===== src/rtl/irq_route_pkg.sv =====
package irq_route_pkg;
  localparam int CFG_W        = 7;
  localparam int NRM_BIT      = 5;
  localparam int FST_BIT      = 6;
  localparam int SEL_PEND_BIT = 6;
  localparam int SEL_OFFSET   = 'h104;

  typedef struct packed {
    logic       fast;
    logic       normal;
    logic [4:0] spare;
  } route_cfg_t;
endpackage


===== src/rtl/irq_rst_sync.sv =====
module irq_rst_sync (
  input  logic clk,
  input  logic arst_n,
  output logic rst_n_o
);
  logic [1:0] stage_q;

  always_ff @(posedge clk or negedge arst_n) begin
    if (!arst_n) stage_q <= 2'b00;
    else         stage_q <= {stage_q[0], 1'b1};
  end

  assign rst_n_o = stage_q[1];
endmodule


===== src/rtl/irq_in_sync.sv =====
module irq_in_sync #(
  parameter int WIDTH  = 64,
  parameter int STAGES = 2
) (
  input  logic             clk,
  input  logic             rst_n,
  input  logic [WIDTH-1:0] d_i,
  output logic [WIDTH-1:0] q_o
);
  logic [WIDTH-1:0] chain_q [STAGES];

  for (genvar s = 0; s < STAGES; s++) begin : g_stage
    logic [WIDTH-1:0] chain_d;
    if (s == 0) begin : g_first
      assign chain_d = d_i;
    end else begin : g_rest
      assign chain_d = chain_q[s-1];
    end
    always_ff @(posedge clk or negedge rst_n) begin
      if (!rst_n) chain_q[s] <= '0;
      else        chain_q[s] <= chain_d;
    end
  end

  assign q_o = chain_q[STAGES-1];
endmodule


===== src/rtl/irq_cfg_bank.sv =====
module irq_cfg_bank
  import irq_route_pkg::*;
#(
  parameter int NUM_SRC = 64,
  parameter int ADDR_W  = 12
) (
  input  logic                     clk,
  input  logic                     rst_n,
  input  logic                     wr_i,
  input  logic [ADDR_W-1:0]        addr_i,
  input  logic [CFG_W-1:0]         wdata_i,
  output logic                     hit_o,
  output logic [CFG_W-1:0]         rd_o,
  output logic [NUM_SRC*CFG_W-1:0] cfg_flat_o,
  output logic [NUM_SRC-1:0]       nrm_o
);
  localparam int IDX_W = ADDR_W - 2;

  logic [IDX_W-1:0] word_idx;
  logic             aligned;

  assign word_idx = addr_i[ADDR_W-1:2];
  assign aligned  = (addr_i[1:0] == 2'b00);
  assign hit_o    = aligned && (int'(word_idx) < NUM_SRC);

  route_cfg_t cfg_q [NUM_SRC];

  for (genvar i = 0; i < NUM_SRC; i++) begin : g_word
    logic       we;
    route_cfg_t cfg_d;

    assign we = wr_i && hit_o && (int'(word_idx) == i);

    always_comb begin
      cfg_d = cfg_q[i];
      if (we) cfg_d = route_cfg_t'(wdata_i);
    end

    always_ff @(posedge clk or negedge rst_n) begin
      if (!rst_n)  cfg_q[i] <= '0;
      else if (we) cfg_q[i] <= cfg_d;
    end

    assign cfg_flat_o[i*CFG_W +: CFG_W] = cfg_q[i];
    assign nrm_o[i] = cfg_q[i].normal;
  end

  always_comb begin
    rd_o = '0;
    for (int i = 0; i < NUM_SRC; i++) begin
      if (int'(word_idx) == i) rd_o = cfg_q[i];
    end
  end
endmodule


===== src/rtl/irq_pick_low.sv =====
module irq_pick_low #(
  parameter int NUM_SRC = 64,
  parameter int IDX_W   = $clog2(NUM_SRC)
) (
  input  logic [NUM_SRC-1:0] req_i,
  output logic               any_o,
  output logic [IDX_W-1:0]   idx_o
);
  always_comb begin
    any_o = |req_i;
    idx_o = '0;
    for (int i = NUM_SRC - 1; i >= 0; i--) begin
      if (req_i[i]) idx_o = IDX_W'(i);
    end
  end
endmodule


===== src/rtl/irq_route_ctrl.sv =====
module irq_route_ctrl
  import irq_route_pkg::*;
#(
  parameter int NUM_SRC     = 64,
  parameter int ADDR_W      = 12,
  parameter int SYNC_STAGES = 2
) (
  input  logic               clk,
  input  logic               arst_n,
  input  logic [NUM_SRC-1:0] src_i,
  input  logic [ADDR_W-1:0]  bus_addr,
  input  logic               bus_wr,
  input  logic [31:0]        bus_wdata,
  output logic [31:0]        bus_rdata,
  output logic               irq_o
);
  localparam int IDX_W = $clog2(NUM_SRC);

  logic                     rst_n_s;
  logic [NUM_SRC-1:0]       src_s;
  logic [NUM_SRC-1:0]       nrm_en;
  logic [NUM_SRC*CFG_W-1:0] cfg_flat;
  logic                     cfg_hit;
  logic [CFG_W-1:0]         cfg_rd;
  logic                     pend_any;
  logic [IDX_W-1:0]         sel_idx;
  logic                     sel_hit;
  logic                     irq_d;
  logic                     irq_q;
  logic                     unused_wdata;

  assign unused_wdata = ^bus_wdata[31:CFG_W];

  irq_rst_sync u_rst (
    .clk     (clk),
    .arst_n  (arst_n),
    .rst_n_o (rst_n_s)
  );

  irq_in_sync #(.WIDTH(NUM_SRC), .STAGES(SYNC_STAGES)) u_sync (
    .clk   (clk),
    .rst_n (rst_n_s),
    .d_i   (src_i),
    .q_o   (src_s)
  );

  irq_cfg_bank #(.NUM_SRC(NUM_SRC), .ADDR_W(ADDR_W)) u_bank (
    .clk        (clk),
    .rst_n      (rst_n_s),
    .wr_i       (bus_wr),
    .addr_i     (bus_addr),
    .wdata_i    (bus_wdata[CFG_W-1:0]),
    .hit_o      (cfg_hit),
    .rd_o       (cfg_rd),
    .cfg_flat_o (cfg_flat),
    .nrm_o      (nrm_en)
  );

  irq_pick_low #(.NUM_SRC(NUM_SRC), .IDX_W(IDX_W)) u_pick (
    .req_i (src_s & nrm_en),
    .any_o (pend_any),
    .idx_o (sel_idx)
  );

  assign sel_hit = (int'(bus_addr) == SEL_OFFSET);

  always_comb begin
    bus_rdata = '0;
    if (sel_hit) begin
      bus_rdata[SEL_PEND_BIT] = pend_any;
      bus_rdata[IDX_W-1:0]    = sel_idx;
    end else if (cfg_hit) begin
      bus_rdata[CFG_W-1:0] = cfg_rd;
    end
  end

  assign irq_d = pend_any;

  always_ff @(posedge clk or negedge rst_n_s) begin
    if (!rst_n_s) irq_q <= 1'b0;
    else          irq_q <= irq_d;
  end

  assign irq_o = irq_q;
endmodule


===== config.mk =====
export PLATFORM = sky130hd
export DESIGN_NAME = irq_route_ctrl
export DESIGN_NICKNAME = d
export VERILOG_FILES = /design/src/rtl/irq_route_pkg.sv /design/src/rtl/irq_rst_sync.sv /design/src/rtl/irq_in_sync.sv /design/src/rtl/irq_cfg_bank.sv /design/src/rtl/irq_pick_low.sv /design/src/rtl/irq_route_ctrl.sv
export SDC_FILE = /design/constraint.sdc
export NUM_CORES = 1
export LEC_CHECK = 0
export BUFFER_PORTS_ARGS = -buffer_cell sky130_fd_sc_hd__buf_4
export CORE_MARGIN = 3
export CORE_UTILIZATION = 50
export DETAILED_ROUTE_END_ITERATION = 7
export MAX_ROUTING_LAYER = met4
export PLACE_DENSITY = 0.67
export SLEW_MARGIN = 20
export SYNTH_ARGS = -nofsm -noshare
export SYNTH_HDL_FRONTEND = slang
export SYNTH_HIERARCHICAL = 1
export SYNTH_SLANG_ARGS = --single-unit
export TNS_END_PERCENT = 50

===== constraint.sdc =====
create_clock -name clk -period 20.8 [get_ports clk]
set_clock_uncertainty 0.2 [all_clocks]
set_input_delay 4.16 -clock clk [delete_from_list [all_inputs] [get_ports clk]]
set_output_delay 4.16 -clock clk [all_outputs]
set_load 0.01 [all_outputs]

==> impl_results.md, run 1 <==
* #FFs+latches synth at 579
* Placed cell count at 3081
* Synth Area in Adders at 0%
* Max Root-Sink Buffers at 3
* Die Y at 243.3 um
* Post-cts sizing count at 0
* WL per Instance at 28.31 um
* Worst VDD drop at 0.08747 mV
* Worst rel slew slack at 21.08%
* Crit Reg-Reg Startpoint: u_rst/stage_q[1]
* Grt ovf at 0
* Hold buffers post-CTS at 0
* Final setup viols at 0
* Die width at 243.3 um
* Pre-CTS setup slack at 7.925 ns
* Synth Area per Inst at 11.69 um^2
* Sequential element share of the synthesized area at 51.48%
* P_leak at 14.67 nW
* Post-synthesis compound-gate area fraction at 11.19%
* Final WS setup at 7.690 ns
* Post-synth top cells: dfrtp_1 (579), mux2_2 (460), nand2_1 (131)
* Setup Crit Path Kind: input pin to primary output
* RSZ-0062 raised after global routing: no
* Pwr Density at 78.79 nW/um^2
* Total Routing Usage GR at 30.90%
* Synth unique cells at 93
* CP Cell Sequence: buf_4 > buf_4 > nor2_2 > nand2_1 > o21ai_0 > a2111oi_0 > o22ai_1 > o21a_1 > o31ai_1 > nand2_1 > mux2i_1 > buf_4
* Slew Viols, Final at 0
* Fill cells at 4588
* Number of enable flip-flop cells after synthesis at 0
* Fmax at 76.28 MHz
* GPL Wtd Cong at 0.9700
* Final #Nets at 2506
* First-pass GRT wire length at 134000 um
* HP Start: u_sync/g_stage[1].chain_d[39]
* Clock Sinks at 579
* Hold EP: u_sync/q_o[39]
* Worst-path clk slew at 0.06 ns
* Core Box Area at 55420 um^2
* Via density per instance at 6.546
* Sw frac at 23.31%
* Hold crit path type: register to register
* Synth area leader: dfrtp_1
* Critical Path Most Common Cell: buf_4
* Port bufs at 93
* R2R Setup Slk at 16.91 ns
* Crit path largest cell delay at 0.79 ns
* Worst Reg-to-Reg Cells at 3
* Top FF cell, synth: dfrtp_1
* Worst EP required at 16.44 ns
* Largest net degree at the start of global routing at 163
* Initial Utilization at 50.79%
* Worst slew pin tran at 1.184 ns
* Reg power frac at 46.7%
* Detailed Place HPWL at 59910 um
* CTS Buf Count at 60
* Max Cap Viol at 0
* Shortest period the worst path allows at 13.11 ns
* Critical R2R Capture: u_bank/cfg_flat_o[54]
* Sw power at 571.8 uW
* Post-Synth XOR/XNOR Area at 0%
* YS warnings at 6
* Setup TNS at 0 ns
* Vias in the first global route at 20410
* Worst Setup End Kind: primary output
* ANT nets after route at 0
* Mapped cell area at 28140 um^2
* Clock latency on the worst-skew pair at 0.64 ns
* DR DRC count at 0
* Routed via count at 20910
* Slowest cell on the critical path: a2111oi_0
* Initial drt markers at 2650
* Status: complete, no violations
* Layout Cells excl Fill at 3194
* I/O Pins at 144
* WL final at 90440 um
* Int Pwr at 1.881 mW
* Top-count cell post-synth: dfrtp_1
* Post-synthesis mux area share at 20.28%
* Ys async rst share at 100.0%
* Die area at 59170 um^2
* CTS tree: yes
* Layout cells sized above 1 at 33.13%
* Final worst-path cycle share at 63.03%
* Comb power frac at 4.8%
* Crit path DAT at 8.75 ns
* Area Overhead vs Synth at 10.63%
* Clock share of power at 48.6%
* Synth top area cells: dfrtp_1 (51%), mux2_2 (18%), buf_4 (2.6%)
* Share of the synthesized area in the top cell type at 51.48%
* Endpoints failing hold at 0
* Synth Area in Simple Gates at 11.90%
* Mapped Cells at 2408
* Post-CTS setup repair buffer count at 0
* Row count at 86
* Initial antenna violation count at 5
* CTS root buf: clkbuf_16
* CTS H-tree depth at 2
* CP Launch Type: input pin
* Hold Crit Depth at 0
* Crit path max fanout at 64
* First-pass iteration count of the detailed router at 6
* Main combinational cell family by area after synthesis: multiplexers
[layer usage]
layer | vias up | wire [um] | global-route usage [%]
li1 | 8676 | - | -
met1 | 10640 | 37380 | 43.43
met2 | 1328 | 39060 | 44.31
met3 | 265 | 10630 | 7.330
met4 | 0 | 3372 | 10.23
met5 | - | 0 | -
[sequential cells by signal, summed over array words and instances, names as in the netlist]
signal and cells:
irq_o 1, u_sync/g_stage.chain_d 64, u_bank/cfg_flat_o 448, u_sync/q_o 64, u_rst/stage_q 2
[stage by stage]
stage | area, um^2 | util, % | hold slack [ns] | total power, mW
floorplan | 28230 | - | 0.1312 | 1.232
finish | 31140 | 56.19 | 0.1448 | 2.453
global route | 31130 | 56.18 | 0.1518 | 2.521
global placement | 28920 | 52.19 | 0.1316 | 1.279
detailed placement | 28920 | 52.19 | 0.1347 | 1.280
CTS | 31130 | 56.18 | 0.1461 | 2.464
[how the worst max path moves through the flow]
stage	startpoint	end	slack, ns
2_1_floorplan	u_rst/stage_q[1]	irq_o	3.27
5_1_grt	bus_addr[2]	bus_rdata[4]	7.62
3_3_place_gp	bus_addr[3]	bus_rdata[6]	7.91
4_1_cts	bus_addr[2]	bus_rdata[4]	7.90
3_5_place_dp	bus_addr[2]	bus_rdata[2]	7.93
6_report	bus_addr[2]	bus_rdata[4]	7.69
[worst max-delay path, delay by kind of cell]
kind            cells  cell delay (ns)
buf+inv             3             1.43
simple gates        3             1.04
compound gates      5             1.75
mux                 1             0.29
[cell families (layout without fill, tap and decap cells)]
| kind of cell | count (synthesis) | in the layout |
|---|---|---|
| buf+inv | 263 | 276 |
| mux | 504 | 504 |
| flops | 579 | 579 |
| compound gates | 467 | 467 |
| other cells | 2 | 27 |
| simple gates | 593 | 593 |
[final cells by class]
class / count / area, um^2 / area share (%)
antenna: 1 / 2.502 / 0.008037
clock buffer: 74 / 1644 / 5.280
clock inverter: 38 / 566.8 / 1.820
inverter: 27 / 101.3 / 0.3255
multi-input combinational: 1590 / 12350 / 39.67
sequential: 579 / 14490 / 46.55
tap: 748 / 935.9 / 3.006
timing repair buffer: 137 / 1041 / 3.343
[power by group through the flow]
stage               registers (mW)  logic, mW  clock network (mW)
global route                  1.15      0.123                1.25
CTS                           1.15      0.115                1.20
floorplan                     1.18     0.0526                   0
detailed placement            1.17      0.114                   0
global placement              1.17      0.113                   0
finish                        1.14      0.117                1.19
[layout by cell type (no fill, tap or decap), types with 14 or more instances in the layout]
cell type  count
a21oi_1       85
a221oi_1      21
a22oi_1       23
a31oi_1       14
and2_1        66
buf_4        136
clkbuf_16     60
conb_1        26
dfrtp_1      578
inv_1         27
mux2_2       460
mux2i_1       37
nand2_1      131
nand3_1       52
nor2_1       125
nor2_2        45
nor3_1        43
nor4_1        22
o211ai_1      14
o21ai_0      110
o22ai_1       45
Power figures use the tool's default switching activity.
==> inputs of run 2 (changes only) <==
Clock period 20.8 ns to 13.2 ns, I/O delays scaled along.
==> impl_results.md, run 2 (same netlist as run 1, synthesis figures left out) <==
* Commonest cells after routing, fill and taps aside: dfrtp_1 (578), mux2_2 (460), buf_4 (137) (was dfrtp_1 (578), mux2_2 (460), buf_4 (136))
* First-pass GRT wire length at 138300 um (was 134000 um)
* Port bufs at 93 (unchanged)
* Cell area after placement at 28960 um^2 (was 28920 um^2)
* Crit path max fanout at 38 (was 64)
* Via density per instance at 6.479 (was 6.546)
* Worst-path clk slew at 0.06 ns (about the same)
* Post-cts sizing count at 0 (unchanged)
* RSZ-0062 raised after global routing: no (unchanged)
* Clock Sinks at 579 (unchanged)
* Post-route cell area at 30930 um^2 (was 31140 um^2)
* Worst Setup End Kind: primary output (unchanged)
* Row count at 86 (unchanged)
* Grt ovf at 0 (unchanged)
* CTS tree: yes (unchanged)
* Final worst-path cycle share at 75.81%
* GPL Wtd Cong at 1.012 (was 0.9700)
* Detailed Place HPWL at 62510 um (was 59910 um)
* CTS root buf: clkbuf_16 (unchanged)
* Status: complete, no violations (unchanged)
* CP Launch Type: input pin (unchanged)
* Worst VDD drop at 0.1114 mV (was 0.08747 mV)
* CTS Buf Count at 60 (unchanged)
* Pwr Density at 118.9 nW/um^2 (was 78.79 nW/um^2)
* Crit path DAT at 7.17 ns (was 8.75 ns)
* Max Root-Sink Buffers at 3 (unchanged)
* Die width at 243.3 um (unchanged)
* Final WS setup at 3.193 ns (was 7.690 ns)
* Core Box Area at 55420 um^2 (unchanged)
* CTS H-tree depth at 2 (unchanged)
* Layout Cells excl Fill at 3198 (was 3194)
* Pre-CTS setup slack at 3.421 ns (was 7.925 ns)
* P_leak at 14.59 nW (was 14.67 nW)
* Placed cell count at 3084 (was 3081)
* Final setup viols at 0 (unchanged)
* WL final at 93280 um (was 90440 um)
* Multi-input gate area at 12360 um^2 (was 12350 um^2)
* Total Routing Usage GR at 32.24% (was 30.90%)
* Hold crit path type: register to register (unchanged)
* WL per Instance at 29.17 um (was 28.31 um)
* Slew Viols, Final at 0 (unchanged)
* DR DRC count at 0 (unchanged)
* Shortest period the worst path allows at 10.01 ns
* Die Y at 243.3 um (unchanged)
* Commonest non-fill, non-tap cell in the layout: dfrtp_1 (unchanged)
* Vias in the first global route at 20510 (was 20410)
* Final #Nets at 2509 (was 2506)
* Post-CTS setup repair buffer count at 0 (unchanged)
* Largest net degree at the start of global routing at 156 (was 163)
* Worst rel slew slack at 20.55% (was 21.08%)
* Total area of sequential cells at 14490 um^2 (unchanged)
* Initial Utilization at 50.79% (unchanged)
* Max Cap Viol at 0 (unchanged)
* Worst EP required at 10.36 ns (was 16.44 ns)
* Worst slew pin tran at 1.190 ns (was 1.184 ns)
* Routed via count at 20720 (was 20910)
* Endpoints failing hold at 0 (unchanged)
* Hold buffers post-CTS at 0 (unchanged)
* First-pass iteration count of the detailed router at 6 (unchanged)
* Fill cells at 4633 (was 4588)
* Setup TNS at 0 ns (unchanged)
* Fmax at 99.93 MHz
* Layout cells sized above 1 at 32.57% (was 33.13%)
* Initial antenna violation count at 6 (was 5)
* Max reg flops at 448 (unchanged)
* Clock latency on the worst-skew pair at 0.63 ns (was 0.64 ns)
* I/O Pins at 144 (unchanged)
* Initial drt markers at 2542 (was 2650)
* Setup Crit Path Kind: input pin to primary output (unchanged)
* ANT nets after route at 0 (unchanged)
* Die area at 59170 um^2 (unchanged)
* Area Overhead vs Synth at 9.914% (was 10.63%)
[run 2: cell count changes in the layout (fill, tap and decap cells not counted), moves of 2 or more]
cell / before / now
clkinvlp_4: 8 / 3
clkbuf_1: 5 / 21
diode_2: 1 / 3
bufinv_16: 12 / 4
clkinv_4: 6 / 1
clkbuf_8: 9 / 11
[run 2: cell type report]
| type | count | share of cell area (%) |
|---|---|---|
| Sequential cell | 579 | 46.85 |
| Multi-Input combinational cell | 1590 | 39.96 |
| Clock buffer | 92 | 5.598 |
| Timing Repair Buffer | 140 | 3.491 |
| Tap cell | 748 | 3.025 |
| Clock inverter | 19 | 0.7280 |
| Inverter | 27 | 0.3276 |
| Antenna cell | 3 | 0.02427 |
[run 2: report_power, final]
part | total, mW | leakage [nW] | internal [mW] | switching (mW)
combinational | 0.187 | 5.87 | 0.0438 | 0.143
sequential | 1.81 | 7.76 | 1.80 | 0.00950
clock | 1.69 | 0.952 | 0.980 | 0.708
total | 3.68 | 14.6 | 2.82 | 0.860
[run 2: path summary, 6_finish.rpt]
path                                          startpoint                      to  slack (ns)  cells after the start
max                                          bus_addr[3]            bus_rdata[1]        3.19                     14
min reg2reg                u_sync/g_stage[1].chain_d[38]          u_sync/q_o[38]        0.14                      0
max in group asynchronous               u_rst/stage_q[1]  u_bank/cfg_flat_o[203]       10.32                      2
max reg2reg                             u_rst/stage_q[1]  u_bank/cfg_flat_o[203]       10.32                      2
min in group asynchronous               u_rst/stage_q[1]           u_sync/q_o[9]        0.23                      0
min                        u_sync/g_stage[1].chain_d[38]          u_sync/q_o[38]        0.14                      0
[run 2: per-stage QoR]
stage / hold WS, ns / total power [mW] / utilization, %
2_1_floorplan: 0.1311 / 1.940 / -
3_3_place_gp: 0.1331 / 2.018 / 52.27
3_5_place_dp: 0.1347 / 2.020 / 52.27
4_1_cts: 0.1371 / 3.705 / 55.80
5_1_grt: 0.1508 / 3.800 / 55.82
6_report: 0.1404 / 3.680 / 55.82
[run 2: worst max-delay path: stages]
cell and delay [ns]:
buf_4 0.26, buf_4 0.37, and2_1 0.35, buf_4 0.29
a22oi_1 0.36, a21oi_1 0.11, o21ai_0 0.49, nand4_1 0.26
a2111oi_1 0.99, o211ai_1 0.19, a211o_1 0.35, nand2_1 0.16
mux2i_1 0.14, buf_4 0.17
[run 2: per-layer routing]
metal,track usage (%),wire length (um),part of all wire [%],up-vias
met5,-,0,0,-
met2,45.05,39300,42,1255
met1,45.07,39300,42,10510
met3,8.552,10760,12,258
li1,-,-,-,8698
met4,12.27,3916,4.2,0
